## src/rtl/ctlp_pkg.sv

```systemverilog
package ctlp_pkg;
   // Word layout (MSB first on the wire)
   localparam int CTLP_ADDR_W = 4;
   localparam int CTLP_RSV_W  = 2;
   localparam int CTLP_DATA_W = 10;
   localparam int CTLP_WORD_W = CTLP_ADDR_W + CTLP_RSV_W + CTLP_DATA_W;

   // Address map; volume n lives at VOL_BASE + n - 1
   localparam logic [CTLP_ADDR_W-1:0] ADR_CTL1     = 4'h0;
   localparam logic [CTLP_ADDR_W-1:0] ADR_CTL2     = 4'h1;
   localparam logic [CTLP_ADDR_W-1:0] ADR_VOL_BASE = 4'h2;
   localparam logic [CTLP_ADDR_W-1:0] ADR_CTL3     = 4'h8;

   // Control 1 field positions
   localparam int C1_DEEMPH_LSB = 8;
   localparam int C1_FMT_LSB    = 5;
   localparam int C1_WLEN_LSB   = 3;
   localparam int C1_PD_BIT     = 2;
   localparam int C1_INTERP_LSB = 0;

   // Control 3 field positions
   localparam int C3_COPY_BIT  = 5;
   localparam int C3_MUL_LSB   = 3;
   localparam int C3_ZPOL_BIT  = 2;
   localparam int C3_SLAVE_BIT = 0;
endpackage

```

## src/rtl/ctlp_sync.sv

```systemverilog
module ctlp_sync #(
   parameter int WIDTH  = 3,
   parameter int STAGES = 2
) (
   input  logic             clk,
   input  logic             rst_n,
   input  logic [WIDTH-1:0] d_async,
   output logic [WIDTH-1:0] q_sync
);
   generate
      if (STAGES < 2) begin : g_bad
         $error("ctlp_sync: STAGES must be at least 2");
      end
   endgenerate

   logic [WIDTH-1:0] stage_q [STAGES];

   always_ff @(posedge clk or negedge rst_n) begin
      if (!rst_n) stage_q[0] <= '0;
      else        stage_q[0] <= d_async;
   end

   generate
      for (genvar s = 1; s < STAGES; s++) begin : g_stage
         always_ff @(posedge clk or negedge rst_n) begin
            if (!rst_n) stage_q[s] <= '0;
            else        stage_q[s] <= stage_q[s-1];
         end
      end
   endgenerate

   assign q_sync = stage_q[STAGES-1];
endmodule

```

## src/rtl/ctlp_shift.sv

```systemverilog
module ctlp_shift #(
   parameter int WORD_W = 16
) (
   input  logic              clk,
   input  logic              rst_n,
   input  logic              sclk_s,
   input  logic              sdat_s,
   input  logic              slat_s,
   output logic [WORD_W-1:0] word_q,
   output logic              commit_q
);
   localparam int CNT_W = $clog2(WORD_W + 2);
   localparam logic [CNT_W-1:0] CNT_MAX  = '1;
   localparam logic [CNT_W-1:0] CNT_FULL = CNT_W'(WORD_W);

   logic              sclk_d, slat_d;
   logic              sclk_rise, lat_rise;
   logic [WORD_W-1:0] shreg;
   logic [CNT_W-1:0]  edge_cnt;

   assign sclk_rise = sclk_s & ~sclk_d;
   assign lat_rise  = slat_s & ~slat_d;

   always_ff @(posedge clk or negedge rst_n) begin
      if (!rst_n) begin
         sclk_d   <= 1'b0;
         slat_d   <= 1'b0;
         shreg    <= '0;
         edge_cnt <= '0;
         word_q   <= '0;
         commit_q <= 1'b0;
      end else begin
         sclk_d   <= sclk_s;
         slat_d   <= slat_s;
         commit_q <= 1'b0;
         if (sclk_rise) shreg <= {shreg[WORD_W-2:0], sdat_s};
         if (lat_rise) begin
            commit_q <= (edge_cnt == CNT_FULL);
            word_q   <= shreg;
            edge_cnt <= '0;
         end else if (sclk_rise && edge_cnt != CNT_MAX) begin
            edge_cnt <= edge_cnt + 1'b1;
         end
      end
   end


   commit_pulse_chk: assert property (@(posedge clk) disable iff (!rst_n)
      commit_q |=> !commit_q);

   cnt_restart_chk: assert property (@(posedge clk) disable iff (!rst_n)
      lat_rise |=> (edge_cnt == '0));
endmodule

```

## src/rtl/ctlp_regfile.sv

```systemverilog
module ctlp_regfile
   import ctlp_pkg::*;
#(
   parameter int ADDR_W  = 4,
   parameter int DATA_W  = 10,
   parameter int NUM_VOL = 6
) (
   input  logic                      clk,
   input  logic                      rst_n,
   input  logic                      wr,
   input  logic [ADDR_W-1:0]         addr,
   input  logic [DATA_W-1:0]         data,
   output logic [DATA_W-1:0]         ctl1_q,
   output logic [DATA_W-1:0]         ctl2_q,
   output logic [DATA_W-1:0]         ctl3_q,
   output logic [NUM_VOL*DATA_W-1:0] vol_flat
);
   localparam logic [DATA_W-1:0] VOL_RESET = '1;

   always_ff @(posedge clk or negedge rst_n) begin
      if (!rst_n) begin
         ctl1_q <= '0;
         ctl2_q <= '0;
         ctl3_q <= '0;
      end else if (wr) begin
         if (addr == ADR_CTL1) ctl1_q <= data;
         if (addr == ADR_CTL2) ctl2_q <= data;
         if (addr == ADR_CTL3) ctl3_q <= data;
      end
   end

   generate
      for (genvar v = 0; v < NUM_VOL; v++) begin : g_vol
         localparam logic [ADDR_W-1:0] MY_ADR = ADR_VOL_BASE + ADDR_W'(v);
         logic [DATA_W-1:0] vol_q;
         always_ff @(posedge clk or negedge rst_n) begin
            if (!rst_n)                    vol_q <= VOL_RESET;
            else if (wr && addr == MY_ADR) vol_q <= data;
         end
         assign vol_flat[v*DATA_W +: DATA_W] = vol_q;


         vol_load_chk: assert property (@(posedge clk) disable iff (!rst_n)
            (wr && addr == MY_ADR) |=> (vol_flat[v*DATA_W +: DATA_W] == $past(data)));
      end
   endgenerate


   ctl1_load_chk: assert property (@(posedge clk) disable iff (!rst_n)
      (wr && addr == ADR_CTL1) |=> (ctl1_q == $past(data)));

   idle_hold_chk: assert property (@(posedge clk) disable iff (!rst_n)
      !wr |=> ($stable(ctl1_q) && $stable(ctl2_q) && $stable(ctl3_q) && $stable(vol_flat)));

   rsv_drop_chk: assert property (@(posedge clk) disable iff (!rst_n)
      (wr && addr > ADR_CTL3) |=>
         ($stable(ctl1_q) && $stable(ctl2_q) && $stable(ctl3_q) && $stable(vol_flat)));
endmodule

```

## src/rtl/ctlp_top.sv

```systemverilog
module ctlp_top
   import ctlp_pkg::*;
#(
   parameter int SYNC_STAGES = 2,
   parameter int ADDR_W      = CTLP_ADDR_W,
   parameter int DATA_W      = CTLP_DATA_W,
   parameter int NUM_VOL     = 6
) (
   input  logic                      clk,
   input  logic                      rst_n,
   input  logic                      ctl_sclk,
   input  logic                      ctl_sdat,
   input  logic                      ctl_latch,
   output logic [1:0]                deemph_sel,
   output logic [2:0]                fmt_sel,
   output logic [1:0]                wlen_sel,
   output logic                      pwr_down,
   output logic [1:0]                interp_sel,
   output logic [NUM_VOL-1:0]        ch_mute,
   output logic                      stereo_copy,
   output logic [1:0]                mclk_mul,
   output logic                      zero_act_low,
   output logic                      tdm_slave,
   output logic [NUM_VOL*DATA_W-1:0] vol_flat
);
   localparam int WORD_W = ADDR_W + CTLP_RSV_W + DATA_W;

   generate
      if (ADDR_W != CTLP_ADDR_W) begin : g_bad_addr
         $error("ctlp_top: address width must match the address map");
      end
      if (DATA_W < CTLP_DATA_W) begin : g_bad_data
         $error("ctlp_top: data width too narrow for the control fields");
      end
      if (NUM_VOL < 1 || NUM_VOL > 6) begin : g_bad_vol
         $error("ctlp_top: NUM_VOL must be 1..6 to fit the address map");
      end
   endgenerate

   logic [2:0]        pins_s;
   logic [WORD_W-1:0] word;
   logic              commit;
   logic [DATA_W-1:0] ctl1_q, ctl2_q, ctl3_q;

   ctlp_sync #(.WIDTH(3), .STAGES(SYNC_STAGES)) u_sync (
      .clk     (clk),
      .rst_n   (rst_n),
      .d_async ({ctl_latch, ctl_sdat, ctl_sclk}),
      .q_sync  (pins_s)
   );

   ctlp_shift #(.WORD_W(WORD_W)) u_shift (
      .clk      (clk),
      .rst_n    (rst_n),
      .sclk_s   (pins_s[0]),
      .sdat_s   (pins_s[1]),
      .slat_s   (pins_s[2]),
      .word_q   (word),
      .commit_q (commit)
   );

   ctlp_regfile #(.ADDR_W(ADDR_W), .DATA_W(DATA_W), .NUM_VOL(NUM_VOL)) u_regs (
      .clk      (clk),
      .rst_n    (rst_n),
      .wr       (commit),
      .addr     (word[WORD_W-1 -: ADDR_W]),
      .data     (word[DATA_W-1:0]),
      .ctl1_q   (ctl1_q),
      .ctl2_q   (ctl2_q),
      .ctl3_q   (ctl3_q),
      .vol_flat (vol_flat)
   );

   assign deemph_sel   = ctl1_q[C1_DEEMPH_LSB +: 2];
   assign fmt_sel      = ctl1_q[C1_FMT_LSB +: 3];
   assign wlen_sel     = ctl1_q[C1_WLEN_LSB +: 2];
   assign pwr_down     = ctl1_q[C1_PD_BIT];
   assign interp_sel   = ctl1_q[C1_INTERP_LSB +: 2];
   assign ch_mute      = ctl2_q[NUM_VOL-1:0];
   assign stereo_copy  = ctl3_q[C3_COPY_BIT];
   assign mclk_mul     = ctl3_q[C3_MUL_LSB +: 2];
   assign zero_act_low = ctl3_q[C3_ZPOL_BIT];
   assign tdm_slave    = ctl3_q[C3_SLAVE_BIT];

   logic unused_bits;
   assign unused_bits = ^{ctl2_q[DATA_W-1:NUM_VOL], ctl3_q[1], ctl3_q[DATA_W-1:6],
                          word[DATA_W +: CTLP_RSV_W]};
endmodule

```

## config.mk

```make
export PLATFORM = sky130hd
export DESIGN_NAME = ctlp_top
export DESIGN_NICKNAME = d
export VERILOG_FILES = /design/src/rtl/ctlp_pkg.sv /design/src/rtl/ctlp_sync.sv /design/src/rtl/ctlp_shift.sv /design/src/rtl/ctlp_regfile.sv /design/src/rtl/ctlp_top.sv
export SDC_FILE = /design/constraint.sdc
export NUM_CORES = 1
export LEC_CHECK = 0
export CAP_MARGIN = 20
export CORE_ASPECT_RATIO = 1.5
export CORE_UTILIZATION = 45
export CTS_CLUSTER_SIZE = 12
export DETAILED_ROUTE_END_ITERATION = 8
export HOLD_SLACK_MARGIN = 0.02
export PLACE_DENSITY = 0.77
export SYNTH_ARGS = -nofsm -noshare
export SYNTH_HDL_FRONTEND = slang
export SYNTH_SLANG_ARGS = --single-unit
```

## constraint.sdc

```tcl
create_clock -name clk -period 3.05 [get_ports clk]
set_input_delay 0.4575 -clock clk [delete_from_list [all_inputs] [get_ports clk]]
set_output_delay 0.4575 -clock clk [all_outputs]
set_load 0.02 [all_outputs]
```

### After elaboration in Yosys (flattened, before gate mapping)

Index checks and enable logic that the tools add are counted.

| operators by class | value |
|---|---|
| add/sub/neg operators | 1 |
| equal/unequal tests | 10 |
| muxes and demuxes | 3 |
| bitwise gates (word level) | 4 |
| reductions and logical operators | 12 |

Operators by type and width:

| kind | count |
|---|---|
| == test 4 x 3 -> 1 bit (second input constant) | 4 |
| two-way mux 5 bit | 2 |
| == test 4 x 2 -> 1 bit (second input constant) | 2 |
| logical AND 1 bit | 7 |
| AND reduction 2 bit | 3 |
| adder 5 x 1 -> 5 bit (second input constant) | 1 |
| == test 5 bit (second input constant) | 1 |
| != test 5 bit (second input constant) | 1 |
| == test 4 x 1 -> 1 bit (second input constant) | 1 |
| == test 4 bit (second input constant) | 1 |
| zero test 4 bit | 1 |
| bitwise AND 1 bit | 2 |
| inverter 1 bit | 2 |
| nonzero test 2 bit | 1 |
| two-way mux 1 bit | 1 |

| storage, ports and cells | value |
|---|---|
| register bits | 128 |
| input bits | 5 |
| output and inout bits | 81 |

### Depth between registers and ports, before layout

Gate-level depths: netlist of the first run.

| logic depth | value |
|---|---|
| word-level depth | 5 |
| depth in mapped cells | 6 |
| depth with buffers taken out | 6 |

### Cells and area by module

Synthesis of the first run repeated with hierarchy kept, for this count alone.

| unflattened totals | value |
|---|---|
| cell total of the unflattened synthesis | 345 |
| area total of the unflattened synthesis | 5322.6 µm² |

Modules (own cells, without submodules):

| module | times used | cells each | area an instance (µm²) |
|---|---|---|---|
| ctlp_regfile | 1 | 200 | 3519.6 |
| ctlp_shift | 1 | 136 | 1630.3 |
| ctlp_sync | 1 | 9 | 172.7 |

### Least setup slack after synthesis of the first run

No wires, ideal clock.

| path | value |
|---|---|
| path type | register -> register |
| start point | register u_shift.edge_cnt[0] |
| end point | register u_shift.edge_cnt[3] |
| data arrival time | 1.652 ns |
| slack | 1.274 ns |
| stages on the path, launching flop included | 7 |
| path buffers | 0 |
| clock period less this slack | 1.776 ns |
| path through | dfrtp_1 > ha_1 > and3_1 > ha_1 > nor3b_2 > nand4_1 > mux2_2 |

| between the ends | value |
|---|---|
| word-level cells in the longest chain between the ends | 3 |
| elaborated cells between the ends (all ways) | 6 |
| classes of those cells | add/sub (1); eq/ne (1); mux (2); reduce/logical (2) |

RTL lines:

| element | line | RTL |
|---|---|---|
| from (decl) | ctlp_shift.sv:19 | `logic [CNT_W-1:0] edge_cnt;` |
| from (signal assigned) | ctlp_shift.sv:42 | `edge_cnt <= edge_cnt + 1'b1;` |
| adder 5 x 1 -> 5 bit or != test 5 bit (tied branches) | ctlp_shift.sv:42, ctlp_shift.sv:41 |  |
| two-way mux 5 bit or logical AND 1 bit (tied branches) | ctlp_shift.sv:41 | `end else if (sclk_rise && edge_cnt != CNT_MAX) begin` |
| two-way mux 5 bit or nonzero test 2 bit (tied branches) | -- |  |

Several ways; a longest one is shown, not always the timed one. The select of a mux whose other input is x is not followed.
A chain may end at the register's enable or synchronous reset.

### Worst setup path after layout of the first run

| path | value |
|---|---|
| start point | register u_regs.g_vol[4].vol_q[7] |
| end point | output port vol_flat[47] |

RTL lines:

| element | line | RTL |
|---|---|---|
| from (decl) | ctlp_regfile.sv:35 | `logic [DATA_W-1:0] vol_q;` |
| from (signal assigned) | ctlp_regfile.sv:38 | `else if (wr && addr == MY_ADR) vol_q <= data;` |
| to (decl) | ctlp_top.sv:24 | `output logic [NUM_VOL*DATA_W-1:0] vol_flat` |

No word-level cell between the ends.

==> summary.md, run 1 <==
| Metric | Value |
|---|---|
| Leak | `2.85 nW` |
| Hold Vio Cnt, Final | `0` |
| Clk root buf | `clkbuf_16` |
| 1st-iter DRT viols | `93` |
| Post-route ant nets | `0` |
| TritonRoute pass-1 iters | `4` |
| Worst setup path category | `flop to output pin` |
| Critical Path RT | `2.59 ns` |
| Min-Delay Path Class | `input pin to async pin` |
| Total Neg Setup Slack | `0 ns` |
| MaxCap Viol Count | `0` |
| CTS Buf Count | `17` |
| DRC Markers | `0` |
| Startpoint Class | `flop` |
| Hold_buf cts | `0` |
| Delay-heaviest family, CP | `buffers and inverters` |
| Setup bufs post-CTS | `0` |
| #FFs+latches synth | `125` |
| Antenna Cells | `0` |
| Clock skew | `0.00713 ns` |
| Worst relative slew slack | `0.453` |
| Synth cell types | `30` |
| CTS max path bufs | `2` |
| Pwr/cell area | `674 nW/um2` |
| FMAX | `0.493 GHz` |
| Synth warn | `0` |
| Worst path bufs/invs | `1` |
| GRT Total Usage | `0.190` |
| Critical-path top delay cell | `clkdlybuf4s50_1` |
| Critical path endpoint category | `output pin` |
| Crit path cell chain | `clkdlybuf4s50_1` |
| CTS HTree Levels | `4` |
| Area added between synthesis and finish | `31.8%` |
| Routed wire per std cell | `17.8 um` |
| Fin cells | `538` |
| Vias in the first global route | `2860` |
| Max stage delay on crit path | `0.63 ns` |
| Syn_nets | `296` |
| Commonest non-fill, non-tap cell in the layout | `mux2_2` |
| Die W | `87.2 um` |
| DP Worst Slack | `1.13 ns` |
| CP Max Fanout | `2` |
| Die area | `11300 um2` |
| Post-cts gate resize count | `0` |
| R2R Setup Slk | `1.13 ns` |
| Cells after Synth | `288` |
| Most frequent cells in the layout | `mux2_2 (100), clkdlybuf4s50_1 (84), dfrtp_1 (65)` |
| # rows | `46` |
| Antenna violations before repair | `0` |
| Top Ports | `86` |
| Crit path DAT | `1.57 ns` |
| Worst VDD drop | `0.000464 V` |
| Clk slew on worst S/H paths | `0.05 ns` |
| Placed Area | `5880 um2` |
| Fin. max-slew vios | `0` |
| Core area | `10600 um2` |
| Worst skew pair latency | `0.41 ns` |
| Mapped Area | `4900 um2` |
| GP Congestion | `0.782` |
| Fin crit period | `2.03 ns` |
| Post-route cell area | `6460 um2` |
| # placed instances | `506` |
| Initial Util | `0.463` |
| TritonCTS Sinks | `125` |
| Die Y-Extent | `130 um` |
| Sequential area share after synthesis | `0.654` |
| Post-DR vias/cell | `4.96` |
| Status | `completed` |
| IO Port Bufs | `85` |
| Post-DP HPWL | `6490 um` |
| Largest net degree at the start of global routing | `55` |
| Mean Syn Cell Area | `17.0 um2` |
| Nets | `389` |
| First-pass GRT wire length | `15500 um` |
| Vias | `2666` |
| CTS tree | `yes` |
| DRT Wirelength | `9580 um` |
| Final setup violation count | `0` |
| Layout cell share with drive strength beyond 1 | `0.546` |
| Pwr Total | `4.35 mW` |
| Worst slew pin tran | `0.816 ns` |
| RSZ-0062 raised after global routing | `false` |
| Final period util | `0.664` |
| Overflow after GRT | `0` |
| Final Worst Setup Slack | `1.02 ns` |
-- metal layers --
layer | track usage | part of all wire
met1 | 0.218 | 0.40
met2 | 0.332 | 0.56
met4 | 0.0752 | 0.016
met3 | 0.0550 | 0.029
met5 | 0 | 0
-- stage by stage --
| step | hold slack, ns | utilization |
|---|---|---|
| 6_report | 0.0729 | 0.610 |
| 5_1_grt | 0.113 | 0.610 |
| 4_1_cts | 0.0706 | 0.610 |
| 3_5_place_dp | 0.339 | 0.555 |
| 3_3_place_gp | 0.337 | 0.555 |
| 2_1_floorplan | 0.162 | - |
-- cell families after synthesis --
kind of cell,synth area share
DFF,0.654
buffers and inverters,0.0209
xor gates and xnor gates,0.00357
muxes,0.271
adders and majority gates,0.00766
and+or+nand+nor,0.0437
-- sequential cells by signal (all words and copies together) (netlist names), 3 cells and up --
register and flops:
u_regs.ctl2_q 6, u_shift.word_q 14, u_shift.edge_cnt 5, u_regs.ctl1_q 10, u_shift.shreg 16, u_sync.stage_q 3
u_sync.q_sync 3, u_regs.g_vol.vol_q 60, u_regs.ctl3_q 5
-- final cells by class --
class | count | area, um2
multi-input combinational | 146 | 1600
fill | 818 | 4130
inverter | 2 | 7.51
sequential | 125 | 3200
tap | 144 | 180
clock inverter | 11 | 111
clock buffer | 21 | 472
timing repair buffer | 89 | 891
-- synth_stat cells, drive strengths merged --
cell type	instances	area, um2
xnor2	2	17.5
nor2	7	33.8
nor4bb	1	10.0
mux2	112	1310
mux2i	2	20.0
nor3	1	5.00
and4b	1	10.0
nand4	1	6.26
dfstp	60	1580
nand2	2	10.0
inv	2	7.51
ha	3	37.5
nor2b	3	18.8
buf	15	95.1
nand3b	3	38.8
and2b	1	7.51
dfrtp	65	1630
nand2b	1	6.26
nor3b	4	56.3
and3	1	6.26
nand3	1	5.00
-- final timing paths --
path	start	end	depth (start not counted)
worst min-delay path	rst_n	u_regs.ctl1_q[9]	1
worst min register to register	u_sync.stage_q[3]	u_sync.q_sync[0]	0
worst max register to register	u_shift.edge_cnt[0]	u_shift.edge_cnt[3]	6
worst max-delay path	u_regs.g_vol[4].vol_q[7]	vol_flat[47]	1
max in group asynchronous	rst_n	u_regs.g_vol[3].vol_q[1]	2
min in group clk	u_sync.stage_q[3]	u_sync.q_sync[0]	0
-- power by group --
group | internal [mW] | switching (mW) | total, mW | leakage, nW
clock network | 1.26 | 0.693 | 1.96 | 0.293
registers | 1.84 | 0.276 | 2.12 | 1.46
logic | 0.174 | 0.105 | 0.279 | 1.09
Note: power is estimated with default switching activity, not from simulation.
==> inputs of run 2 (changes only) <==
clock period = 1.9 ns   (was 3.05 ns; I/O delays follow)
==> run 2 against run 1 <==
  * Cell count rose by 1.3%
  * Critical path type unchanged
  * Die area did not move
  * Routed wire length fell by 1.6%
  * Largest power group unchanged
==> summary.md, run 2 (synthesized netlist as in run 1, its figures left out) <==
| Metric | Value |
|---|---|
| Status | `completed` |
| DRT Wirelength | `9430 um` |
| Crit path cell chain | `clkdlybuf4s50_1` |
| CTS HTree Levels | `4` |
| Leak | `2.86 nW` |
| Sequential power share | `0.498` |
| Clk root buf | `clkbuf_16` |
| Max stage delay on crit path | `0.63 ns` |
| RSZ-0062 raised after global routing | `false` |
| CP Max Fanout | `2` |
| Nets | `396` |
| Hold Vio Cnt, Final | `0` |
| CTS tree | `yes` |
| Internal Power | `5.13 mW` |
| Post-cts gate resize count | `0` |
| Crit path DAT | `1.57 ns` |
| Worst path bufs/invs | `1` |
| Register with the most flip-flops | `u_regs.g_vol.vol_q` |
| GP Congestion | `0.715` |
| Critical path endpoint category | `output pin` |
| 1st-iter DRT viols | `128` |
| Worst VDD drop | `0.000682 V` |
| Max reg flops | `60` |
| Post-route ant nets | `0` |
| Final period util | `0.976` |
| Area added between synthesis and finish | `32.3%` |
| Most frequent cells in the layout | `mux2_2 (100), clkdlybuf4s50_1 (84), dfrtp_1 (65)` |
| First-pass GRT wire length | `15400 um` |
| TritonCTS Sinks | `125` |
| Largest net degree at the start of global routing | `126` |
| # rows | `46` |
| Startpoint Class | `flop` |
| Post-DR vias/cell | `4.92` |
| CTS max path bufs | `2` |
| DRC Markers | `0` |
| Largest registers | `u_regs.g_vol.vol_q (60), u_shift.shreg (16), u_shift.word_q (14)` |
| Vias in the first global route | `2913` |
| FMAX | `0.539 GHz` |
| Initial Util | `0.463` |
| Psw | `1.68 mW` |
| Critical-path top delay cell | `clkdlybuf4s50_1` |
| Routed wire per std cell | `17.3 um` |
| Die area | `11300 um2` |
| Pwr/cell area | `1050 nW/um2` |
| Clock share of power | `0.436` |
| Top Ports | `86` |
| Min-Delay Path Class | `input pin to flop` |
| Fin crit period | `1.85 ns` |
| Clock skew | `0.00892 ns` |
| Worst slew pin tran | `0.667 ns` |
| GRT Total Usage | `0.186` |
| Overflow after GRT | `0` |
| R2R Setup Slk | `0.17 ns` |
| Core area | `10600 um2` |
| Worst setup path category | `flop to output pin` |
| MaxCap Viol Count | `0` |
| Fin. max-slew vios | `0` |
| Clk slew on worst S/H paths | `0.05 ns` |
| Total Neg Setup Slack | `0 ns` |
| IO Port Bufs | `85` |
| Antenna Cells | `0` |
| Logic gate share of total power | `0.067` |
| Antenna violations before repair | `0` |
| Die Y-Extent | `130 um` |
| Delay-heaviest family, CP | `buffers and inverters` |
| Worst skew pair latency | `0.40 ns` |
| Die W | `87.2 um` |
| Vias | `2684` |
| Switching part of the total power | `0.247` |
| Commonest non-fill, non-tap cell in the layout | `mux2_2` |
| Pwr Total | `6.81 mW` |
| TritonRoute pass-1 iters | `4` |
| CTS Buf Count | `17` |
| Final setup violation count | `0` |
| Critical Path RT | `1.62 ns` |
| Worst relative slew slack | `0.556` |
| Layout cell share with drive strength beyond 1 | `0.544` |
| Post-DP HPWL | `6270 um` |
[run 2: worst paths after layout]
| check | start | endpoint | depth (start not counted) |
|---|---|---|---|
| max | u_regs.g_vol[0].vol_q[9] | vol_flat[9] | 1 |
| min | ctl_sclk | u_sync.stage_q[3] | 1 |
| max reg2reg | u_shift.edge_cnt[0] | u_shift.edge_cnt[3] | 6 |
| min reg2reg | u_sync.stage_q[4] | u_sync.q_sync[1] | 0 |
| max in group asynchronous | rst_n | u_regs.ctl2_q[3] | 3 |
| min in group asynchronous | rst_n | u_regs.ctl1_q[7] | 3 |
[run 2: area by class of cell]
cell class,instances,area [um2]
clock buffer,25,485
fill,816,4110
tap,144,180
inverter,2,7.51
timing repair buffer,96,946
multi-input combinational,146,1600
sequential,125,3200
clock inverter,7,65.1
[run 2: timing repair]
action                    4_1_cts  5_1_grt
hold buffers                    1        0
hold endpoints to repair       56        0
buffers inserted                0        0
[run 2: power groups by stage]
stage	clock network, mW	registers [mW]	logic, mW
after global routing	3.13	3.45	0.510
final	2.97	3.39	0.456
after CTS	3.02	3.39	0.465
after detailed placement	0	3.42	0.451
after floorplan	0	3.18	0.430
after global placement	0	3.40	0.424
[run 2: through the flow]
step	instances	instance area [um2]	hold WS, ns	setup slack (ns)	util
after floorplan	288	4900	-0.0106	0.124	-
after global placement	512	5920	0.334	0.248	0.559
after detailed placement	512	5920	0.335	0.193	0.559
after CTS	545	6480	0.300	0.0230	0.612
after global routing	545	6480	0.297	0.0140	0.612
final	545	6480	0.316	0.0451	0.612
[run 2: metal layers]
metal / track usage / routed length (um)
met5: 0 / 0
met1: 0.209 / 3640
met2: 0.323 / 5200
met4: 0.0820 / 231
met3: 0.0588 / 363
==> inputs of run 3 (changes only) <==
TNS_END_PERCENT = 20   (was not set)
==> results of run 3 <==
Same layout as run 2: the final DEF is identical, and so are final timing and power.
